## src/rtl/irqagg_pkg.sv

```systemverilog
// Shared definitions for the interrupt aggregator.
// Assumes a 2-bit register address space with four word registers.
package irqagg_pkg;
    localparam int REG_W     = 32;
    localparam int NUM_LINES = 2;

    typedef enum logic [1:0] {
        ADDR_STATUS = 2'd0,
        ADDR_ENABLE = 2'd1,
        ADDR_ROUTE  = 2'd2,
        ADDR_GATE   = 2'd3
    } irqagg_addr_e;
endpackage

```

## src/rtl/irqagg_status.sv

```systemverilog
// Sticky pending register: events set bits, write-one-to-clear removes them.
// Assumes events are sampled on every edge. A set in the same cycle as a clear wins.
module irqagg_status #(
    parameter int W = 32
) (
    input  logic         clk,
    input  logic         rst_n,
    input  logic [W-1:0] evt,
    input  logic         clr_wr,
    input  logic [W-1:0] clr_mask,
    output logic [W-1:0] status
);
    logic [W-1:0] clr_eff;

    // Purpose: qualify the clear mask with the write strobe.
    always_comb begin
        clr_eff = clr_wr ? clr_mask : '0;
    end

    // Purpose: hold pending bits; the new event takes priority over the clear.
    always_ff @(posedge clk) begin
        if (!rst_n) status <= '0;
        else        status <= (status & ~clr_eff) | evt;
    end
endmodule

```

## src/rtl/irqagg_cfg.sv

```systemverilog
// Configuration registers: per-bit enable, per-bit line routing, line gates.
// Assumes one write per cycle, decoded from the shared address.
module irqagg_cfg #(
    parameter int W     = 32,
    parameter int LINES = 2
) (
    input  logic             clk,
    input  logic             rst_n,
    input  logic             wr,
    input  logic [1:0]       addr,
    input  logic [W-1:0]     wdata,
    output logic [W-1:0]     enable,
    output logic [W-1:0]     route,
    output logic [LINES-1:0] gate
);
    import irqagg_pkg::*;

    // Purpose: per-bit enable mask.
    always_ff @(posedge clk) begin
        if (!rst_n)                        enable <= '0;
        else if (wr && addr == ADDR_ENABLE) enable <= wdata;
    end

    // Purpose: per-bit line routing, 0 selects line 0 and 1 selects line 1.
    always_ff @(posedge clk) begin
        if (!rst_n)                       route <= '0;
        else if (wr && addr == ADDR_ROUTE) route <= wdata;
    end

    // Purpose: master gate per output line, only the low bits are kept.
    always_ff @(posedge clk) begin
        if (!rst_n)                      gate <= '0;
        else if (wr && addr == ADDR_GATE) gate <= wdata[LINES-1:0];
    end
endmodule

```

## src/rtl/irqagg_route.sv

```systemverilog
// Output stage: reduces the enabled pending bits of each line and registers the result.
// Assumes exactly two lines, selected by one routing bit per status bit.
module irqagg_route #(
    parameter int W     = 32,
    parameter int LINES = 2
) (
    input  logic             clk,
    input  logic             rst_n,
    input  logic [W-1:0]     status,
    input  logic [W-1:0]     enable,
    input  logic [W-1:0]     route,
    input  logic [LINES-1:0] gate,
    output logic [LINES-1:0] irq
);
    logic [W-1:0] active;

    // Purpose: pending bits that software has enabled.
    always_comb begin
        active = status & enable;
    end

    for (genvar l = 0; l < LINES; l++) begin : g_line
        logic [W-1:0] sel_mask;
        logic         hit;

        // Purpose: pick the bits steered to this line and reduce them.
        always_comb begin
            sel_mask = (l == 0) ? ~route : route;
            hit      = gate[l] && (|(active & sel_mask));
        end

        // Purpose: registered level output for this line.
        always_ff @(posedge clk) begin
            if (!rst_n) irq[l] <= 1'b0;
            else        irq[l] <= hit;
        end
    end
endmodule

```

## src/rtl/evt_irq_aggregator.sv

```systemverilog
// Top of the two-line interrupt aggregator: status, configuration, routing and readback.
// Assumes single-cycle write strobes. Reads are combinational from reg_addr_i.
module evt_irq_aggregator #(
    parameter int W     = irqagg_pkg::REG_W,
    parameter int LINES = irqagg_pkg::NUM_LINES
) (
    input  logic             clk,
    input  logic             rst_n,
    input  logic [W-1:0]     evt_i,
    input  logic             reg_wr_i,
    input  logic [1:0]       reg_addr_i,
    input  logic [W-1:0]     reg_wdata_i,
    output logic [W-1:0]     reg_rdata_o,
    output logic [LINES-1:0] irq_o
);
    import irqagg_pkg::*;

    logic [W-1:0]     status_q;
    logic [W-1:0]     enable_q;
    logic [W-1:0]     route_q;
    logic [LINES-1:0] gate_q;
    logic             clr_wr;

    // Purpose: decode a write to the status word as a clear request.
    always_comb begin
        clr_wr = reg_wr_i && (reg_addr_i == ADDR_STATUS);
    end

    irqagg_status #(.W(W)) u_status (
        .clk      (clk),
        .rst_n    (rst_n),
        .evt      (evt_i),
        .clr_wr   (clr_wr),
        .clr_mask (reg_wdata_i),
        .status   (status_q)
    );

    irqagg_cfg #(.W(W), .LINES(LINES)) u_cfg (
        .clk    (clk),
        .rst_n  (rst_n),
        .wr     (reg_wr_i),
        .addr   (reg_addr_i),
        .wdata  (reg_wdata_i),
        .enable (enable_q),
        .route  (route_q),
        .gate   (gate_q)
    );

    irqagg_route #(.W(W), .LINES(LINES)) u_route (
        .clk    (clk),
        .rst_n  (rst_n),
        .status (status_q),
        .enable (enable_q),
        .route  (route_q),
        .gate   (gate_q),
        .irq    (irq_o)
    );

    // Purpose: readback mux; the gate word is zero-extended.
    always_comb begin
        unique case (reg_addr_i)
            ADDR_STATUS: reg_rdata_o = status_q;
            ADDR_ENABLE: reg_rdata_o = enable_q;
            ADDR_ROUTE:  reg_rdata_o = route_q;
            default:     reg_rdata_o = {{(W-LINES){1'b0}}, gate_q};
        endcase
    end
endmodule

```

## config.mk

```make
export PLATFORM = sky130hd
export DESIGN_NAME = evt_irq_aggregator
export DESIGN_NICKNAME = d
export VERILOG_FILES = /design/src/rtl/irqagg_pkg.sv /design/src/rtl/irqagg_status.sv /design/src/rtl/irqagg_cfg.sv /design/src/rtl/irqagg_route.sv /design/src/rtl/evt_irq_aggregator.sv
export SDC_FILE = /design/constraint.sdc
export NUM_CORES = 1
export LEC_CHECK = 0
export BUFFER_PORTS_ARGS = -buffer_cell sky130_fd_sc_hd__clkbuf_2
export CORE_UTILIZATION = 45
export DETAILED_ROUTE_END_ITERATION = 8
export HOLD_SLACK_MARGIN = 0.08
export PLACE_DENSITY = 0.68
export SYNTH_ARGS = -nofsm -noshare
export SYNTH_HDL_FRONTEND = slang
export SYNTH_HIERARCHICAL = 1
export SYNTH_SLANG_ARGS = --single-unit
```

## constraint.sdc

```tcl
create_clock -name clk -period 3.5 [get_ports clk]
set_clock_uncertainty 0.1 [all_clocks]
set_input_delay 0.35 -clock clk [delete_from_list [all_inputs] [get_ports clk]]
set_output_delay 0.35 -clock clk [all_outputs]
set_load 0.01 [all_outputs]
```

==> results.toml, run 1 <==
[timing]
setup_viol_count_final = 0
fin_crit_sh = 0.697
fin_setup_tns_ns = 0
finalMaxSlewViolations = 0
worst_pin_slew_ns = 0.841
rsz0062_at_grt = "no"
max_freq_mhz = 410
hold_viol_final = 0
slew_headroom = 0.438
post-route-min-period_ns = 2.44

[clocking]
cts_tree = "built"
clock-sinks = 100
worstSkewPairLatency_ns = 0.37
ctsResizeCount = 0
cts_setup_buffers = 0
htreeDepth = 3
clockRootBuffer = "clkbuf_8"
hold_buffers = 24
path_clk_slew_ns = 0.08
cts_made_buffers = 9
cts.path.max_buffers = 2

[route]
drt-pass1-iter-count = 5
vias = 4503
wirelength_um = 13400
vias_per_cell = 5.56
wl_per_cell_um = 16.6
drtIter0Drc = 290
drtAntennaViolNets = 0
drc = 0

[synthesis]
synth-seq-area-share = 0.402
yosysMostFrequentCell = "nand2_1"
syn_area_per_cell_um2 = 8.95
syn-num-nets = 625
synth_common_cells = "nand2_1, dfxtp_1, mux2i_1, a31oi_1, nand3_1"
synth_area_um2 = 4980
ys_types = 23
async_flop_share = 0
synth_top_area_cell = "dfxtp_1"
ys.flop_type = "dfxtp_1"
synth-edff-count = 0
synth_cells = 556
yosys_warnings = 6
synth_area_leaders = "dfxtp_1, mux2i_1, nand2_1"
synth_top_area_share = 0.402
ys_seq_elements = 100

[run]
maxCapViolations = 0

[power]
power_leakage_nw = 2.66
p_clk_frac = 0.382
p_int_mw = 1.90
p_comb_frac = 0.124
swShare = 0.250
netSwitchingPower_mw = 0.634
p_seq_frac = 0.493
peakVddDrop_uv = 222
power_density_nw_per_um2 = 426

[critical_path]
critPathLaunchType = "input pin"
cp_max_fo = 30
worstReg2RegStart = "u_cfg/route[5]$_SDFFE_PN0P_"
r2r_end = "u_route/irq[0]$_SDFF_PN0_"
rr_worst_depth = 4
endpoint_kind = "primary output"
worstPathArrival_ns = 1.99
crit_required_ns = 3.05
critPathKind = "input pin to primary output"
r2r_slack_ns = 2.15

[floorplan]
dieWidth_um = 107
ios = 103
initial_utilization = 0.461
dieArea_um2 = 11500
core_um2 = 10800
fp.dieH_um = 107
rows = 38

[hold_path]
holdCritStartpoint = "reg_wdata_i[14]"
whs_path_depth = 2
hp-class = "input pin to flip-flop"
min_to = "u_status/status[14]$_SDFF_PN0_"

[finish]
area_growth_pct = 19.6
drive_gt1_frac = 0.196
fin_area_um2 = 5950
fin_nets = 734
diodes = 0

[place]
hpwl_um = 9290
port_buffers = 102
place.gp.congestion = 0.857
placed_area_um2 = 5440

[global_routing]
grt_pass1_vias = 4419
grt-ovfl-total = 0
grt_max_degree = 79
use_met2 = 0.406
antenna_found_initial = 0
grt.busiest_layer = "met2"
grt_use_met3 = 0.0359
grt.met1_usage = 0.303
grt.total_usage = 0.241
grt_pass1_wl_um = 21600

[status]
outcome = "completed"
-- cell type report --
cell class / instances / area (um^2)
flip-flops and latches: 100 / 2000
repair buffers: 134 / 826
fillers: 990 / 4840
clock inverters: 6 / 135
clock buffers: 10 / 138
inverters: 32 / 120
well taps: 140 / 175
multi-input cells: 388 / 2560
-- layout by cell type, fill, tap and decap left out --
cell type	instances
nor4_1	5
o22ai_1	8
clkbuf_8	10
dlygate4sd3_1	24
o2bb2ai_1	30
buf_4	8
buf_12	1
clkbuf_2	101
a21oi_1	1
dfxtp_1	100
mux4_2	2
nor3b_2	1
nor2b_4	1
nand2_1	120
a31oi_1	33
and3b_2	1
clkinvlp_4	2
inv_1	32
o2111ai_1	4
nand3_1	33
mux2i_1	96
o21ai_0	32
nand3b_1	13
nand4_1	8
bufinv_16	4
-- flip-flops by register name (all words and copies together) (netlist names) --
| name | flops |
|---|---|
| u_cfg/enable | 32 |
| u_cfg/gate | 2 |
| u_cfg/route | 32 |
| u_status/status | 32 |
| u_route/irq | 2 |
-- logic make-up after synthesis --
kind of cell | Yosys count | synth area share
AND/OR/NAND/NOR | 182 | 0.166
flip-flops | 100 | 0.402
AO/OA/AOI/OAI | 108 | 0.145
buffers and inverters | 68 | 0.0855
multiplexers | 98 | 0.202
-- stage by stage --
step                      utilization  power [mW]  std cells  hold WS [ns]  setup WS (ns)
final                           0.551        2.54        810        0.0974           1.06
after CTS                       0.551        2.56        810        0.0802           1.08
after detailed placement        0.504        1.57        770         0.356           1.04
after floorplan                     -        1.46        556         0.322           2.00
after global placement          0.504        1.56        770         0.349           1.07
after global routing            0.551        2.64        810        0.0843           1.02
-- critical path, stage by stage --
cell       delay (ns)
clkbuf_2         0.39
nor2b_4          0.81
o2bb2ai_1        0.23
clkbuf_2         0.18
-- metal layers --
layer / routed length, um / vias up
met3: 662 / 26
met5: 0 / -
met1: 5970 / 2146
li1: - / 2198
met4: 359 / 0
met2: 6420 / 133
-- worst max path at each step --
stage	end	depth (start not counted)	start	slack, ns
6_report	reg_rdata_o[12]	4	reg_addr_i[1]	1.06
3_3_place_gp	u_cfg/enable[18]$_SDFFE_PN0P_	5	reg_addr_i[0]	1.07
2_1_floorplan	u_status/status[0]$_SDFF_PN0_	5	reg_addr_i[1]	2.00
4_1_cts	reg_rdata_o[16]	4	reg_addr_i[1]	1.08
5_1_grt	reg_rdata_o[12]	4	reg_addr_i[1]	1.02
3_5_place_dp	u_cfg/enable[21]$_SDFFE_PN0P_	5	reg_addr_i[0]	1.04
-- power by group through the flow --
stage	registers, mW	clock network (mW)	logic [mW]
final	1.25	0.970	0.316
after global routing	1.26	1.04	0.345
after CTS	1.25	0.996	0.315
after detailed placement	1.28	0	0.293
after global placement	1.27	0	0.284
after floorplan	1.26	0	0.202
(Power assumes the default switching activity.)
==> run 2, diff against run 1 <==
- clock period: 3.5 -> 2.35 ns (I/O delays scaled with it)
==> run 2 against run 1 <==
Effect of this change:
- via count increased by 4.4%
- power increased by 36%
- hold slack improved by 0.050 ns
- first-iteration DRC count decreased by 7.2%
- die area unchanged
- sequential power increased by 49%
- critical endpoint is now reg_rdata_o[2]
- critical path type unchanged
==> results.toml, run 2 (synthesized netlist as in run 1, its figures left out) <==
[status]
outcome = "completed"

[global_routing]
grt_pass1_vias = 4556
grt_pass1_wl_um = 21700
antenna_found_initial = 0
grt-ovfl-total = 0
grt_max_degree = 53
grt.total_usage = 0.243

[timing]
hold_slack_ns = 0.147
hold_viol_final = 0
worst_pin_slew_ns = 0.524
finalMaxSlewViolations = 0
setup_slack_ns = 0.613
fin_setup_tns_ns = 0
slew_headroom = 0.651
max_freq_mhz = 576
rsz0062_at_grt = "no"
fin_crit_sh = 0.739
setup_viol_count_final = 0
post-route-min-period_ns = 1.74

[power]
p_seq_frac = 0.541
p_int_mw = 2.47
p_comb_frac = 0.159
swShare = 0.281
netSwitchingPower_mw = 0.967
power_mw = 3.44
peakVddDrop_uv = 397
p_clk_frac = 0.299
power_leakage_nw = 2.86
power_density_nw_per_um2 = 544

[clocking]
clock-sinks = 100
ctsResizeCount = 0
cts_tree = "built"
cts_made_buffers = 9
path_clk_slew_ns = 0.10
clockRootBuffer = "clkbuf_8"
htreeDepth = 3
worstSkewPairLatency_ns = 0.38
cts_setup_buffers = 0
hold_buffers = 64
cts.path.max_buffers = 2

[hold_path]
hp-class = "input pin to flip-flop"
holdCritStartpoint = "reg_wr_i"
whs_path_depth = 3
min_to = "u_cfg/gate[1]$_SDFFE_PN0P_"

[critical_path]
worstPathArrival_ns = 1.40
slowest_stage = "clkbuf_2"
endpoint_kind = "primary output"
worstReg2RegStart = "u_status/status[24]$_SDFF_PN0_"
cp_max_fo = 18
critPathLaunchType = "input pin"
crit_path_max_incr_delay_ns = 0.35
r2r_slack_ns = 0.93
r2r_end = "u_status/status[24]$_SDFF_PN0_"
cp_cell_sequence = "clkbuf_2, nor2b_4, buf_4, o2bb2ai_1, clkbuf_2"
crit_required_ns = 2.02
critPathKind = "input pin to primary output"
rr_worst_depth = 3
crit_top_cell = "clkbuf_2"

[floorplan]
rows = 38
dieArea_um2 = 11500
dieWidth_um = 107
core_um2 = 10800
initial_utilization = 0.461
ios = 103
fp.dieH_um = 107

[route]
vias = 4703
drt-pass1-iter-count = 4
vias_per_cell = 5.49
wl_per_cell_um = 16.1
drtIter0Drc = 269
wirelength_um = 13800
drtAntennaViolNets = 0
drc = 0

[finish]
final_common_cell = "nand2_1"
reg.largest.list = "u_cfg/enable: 32 flops, u_cfg/route: 32 flops, u_status/status: 32 flops"
drive_gt1_frac = 0.191
utilization = 0.586
area_growth_pct = 27.0
fin_nets = 781
diodes = 0
final_cell_mix = "nand2_1, clkbuf_2, dfxtp_1, mux2i_1, dlygate4sd3_1"

[place]
hpwl_um = 9720
post-place-ws_ns = 0.609
port_buffers = 102
place.gp.congestion = 0.903

[run]
maxCapViolations = 0
==> run 2: changes by cell type in the layout (fill, tap and decap cells not counted), sizes merged <==
cell	before	now
dlygate4sd3	24	64
buf	9	16
bufinv	4	0
clkinv	0	2
inv	32	34
clkbuf	111	112
clkinvlp	2	1
==> run 2: cell type report <==
| type | instances | area, um^2 |
|---|---|---|
| Fill cell | 959 | 4470 |
| Multi-Input combinational cell | 388 | 2560 |
| Sequential cell | 100 | 2000 |
| Timing Repair Buffer | 181 | 1290 |
| Tap cell | 140 | 175 |
| Clock buffer | 11 | 141 |
| Inverter | 32 | 120 |
| Clock inverter | 5 | 35.0 |
==> run 2: power by group through the flow <==
| stage | Clock (mW) | Combinational (mW) | Sequential [mW] |
|---|---|---|---|
| final | 1.03 | 0.548 | 1.86 |
| after global routing | 1.11 | 0.597 | 1.87 |
| after CTS | 1.05 | 0.543 | 1.86 |
| after detailed placement | 0 | 0.446 | 1.90 |
| after global placement | 0 | 0.434 | 1.90 |
| after floorplan | 0 | 0.300 | 1.87 |
==> run 2: routing by layer <==
| layer | vias up | track usage | share of wire |
|---|---|---|---|
| li1 | 2300 | - | - |
| met1 | 2216 | 0.301 | 0.44 |
| met2 | 157 | 0.415 | 0.48 |
| met3 | 30 | 0.0432 | 0.057 |
| met4 | 0 | 0.0988 | 0.028 |
| met5 | - | 0 | 0 |
==> run 2: worst max-delay path: cells and delay by family <==
family / cells / cell delay [ns]
and+or+nand+nor: 1 / 0.23
AOI/OAI and AO/OA: 1 / 0.17
buffers and inverters: 3 / 0.76
==> run 2: how the worst max path moves through the flow <==
stage / end / depth (start not counted) / start / slack, ns
global route: reg_rdata_o[2] / 5 / reg_addr_i[0] / 0.50
detailed placement: reg_rdata_o[2] / 5 / reg_addr_i[0] / 0.61
CTS: reg_rdata_o[2] / 5 / reg_addr_i[0] / 0.61
floorplan: u_status/status[0]$_SDFF_PN0_ / 5 / reg_addr_i[1] / 0.96
finish: reg_rdata_o[2] / 5 / reg_addr_i[0] / 0.61
global placement: reg_rdata_o[13] / 5 / reg_addr_i[0] / 0.64
==> run 2: metrics by stage <==
stage               std cells  area (um^2)
floorplan                 556         4980
global placement          777         5500
detailed placement        777         5500
CTS                       857         6320
global route              857         6320
finish                    857         6320
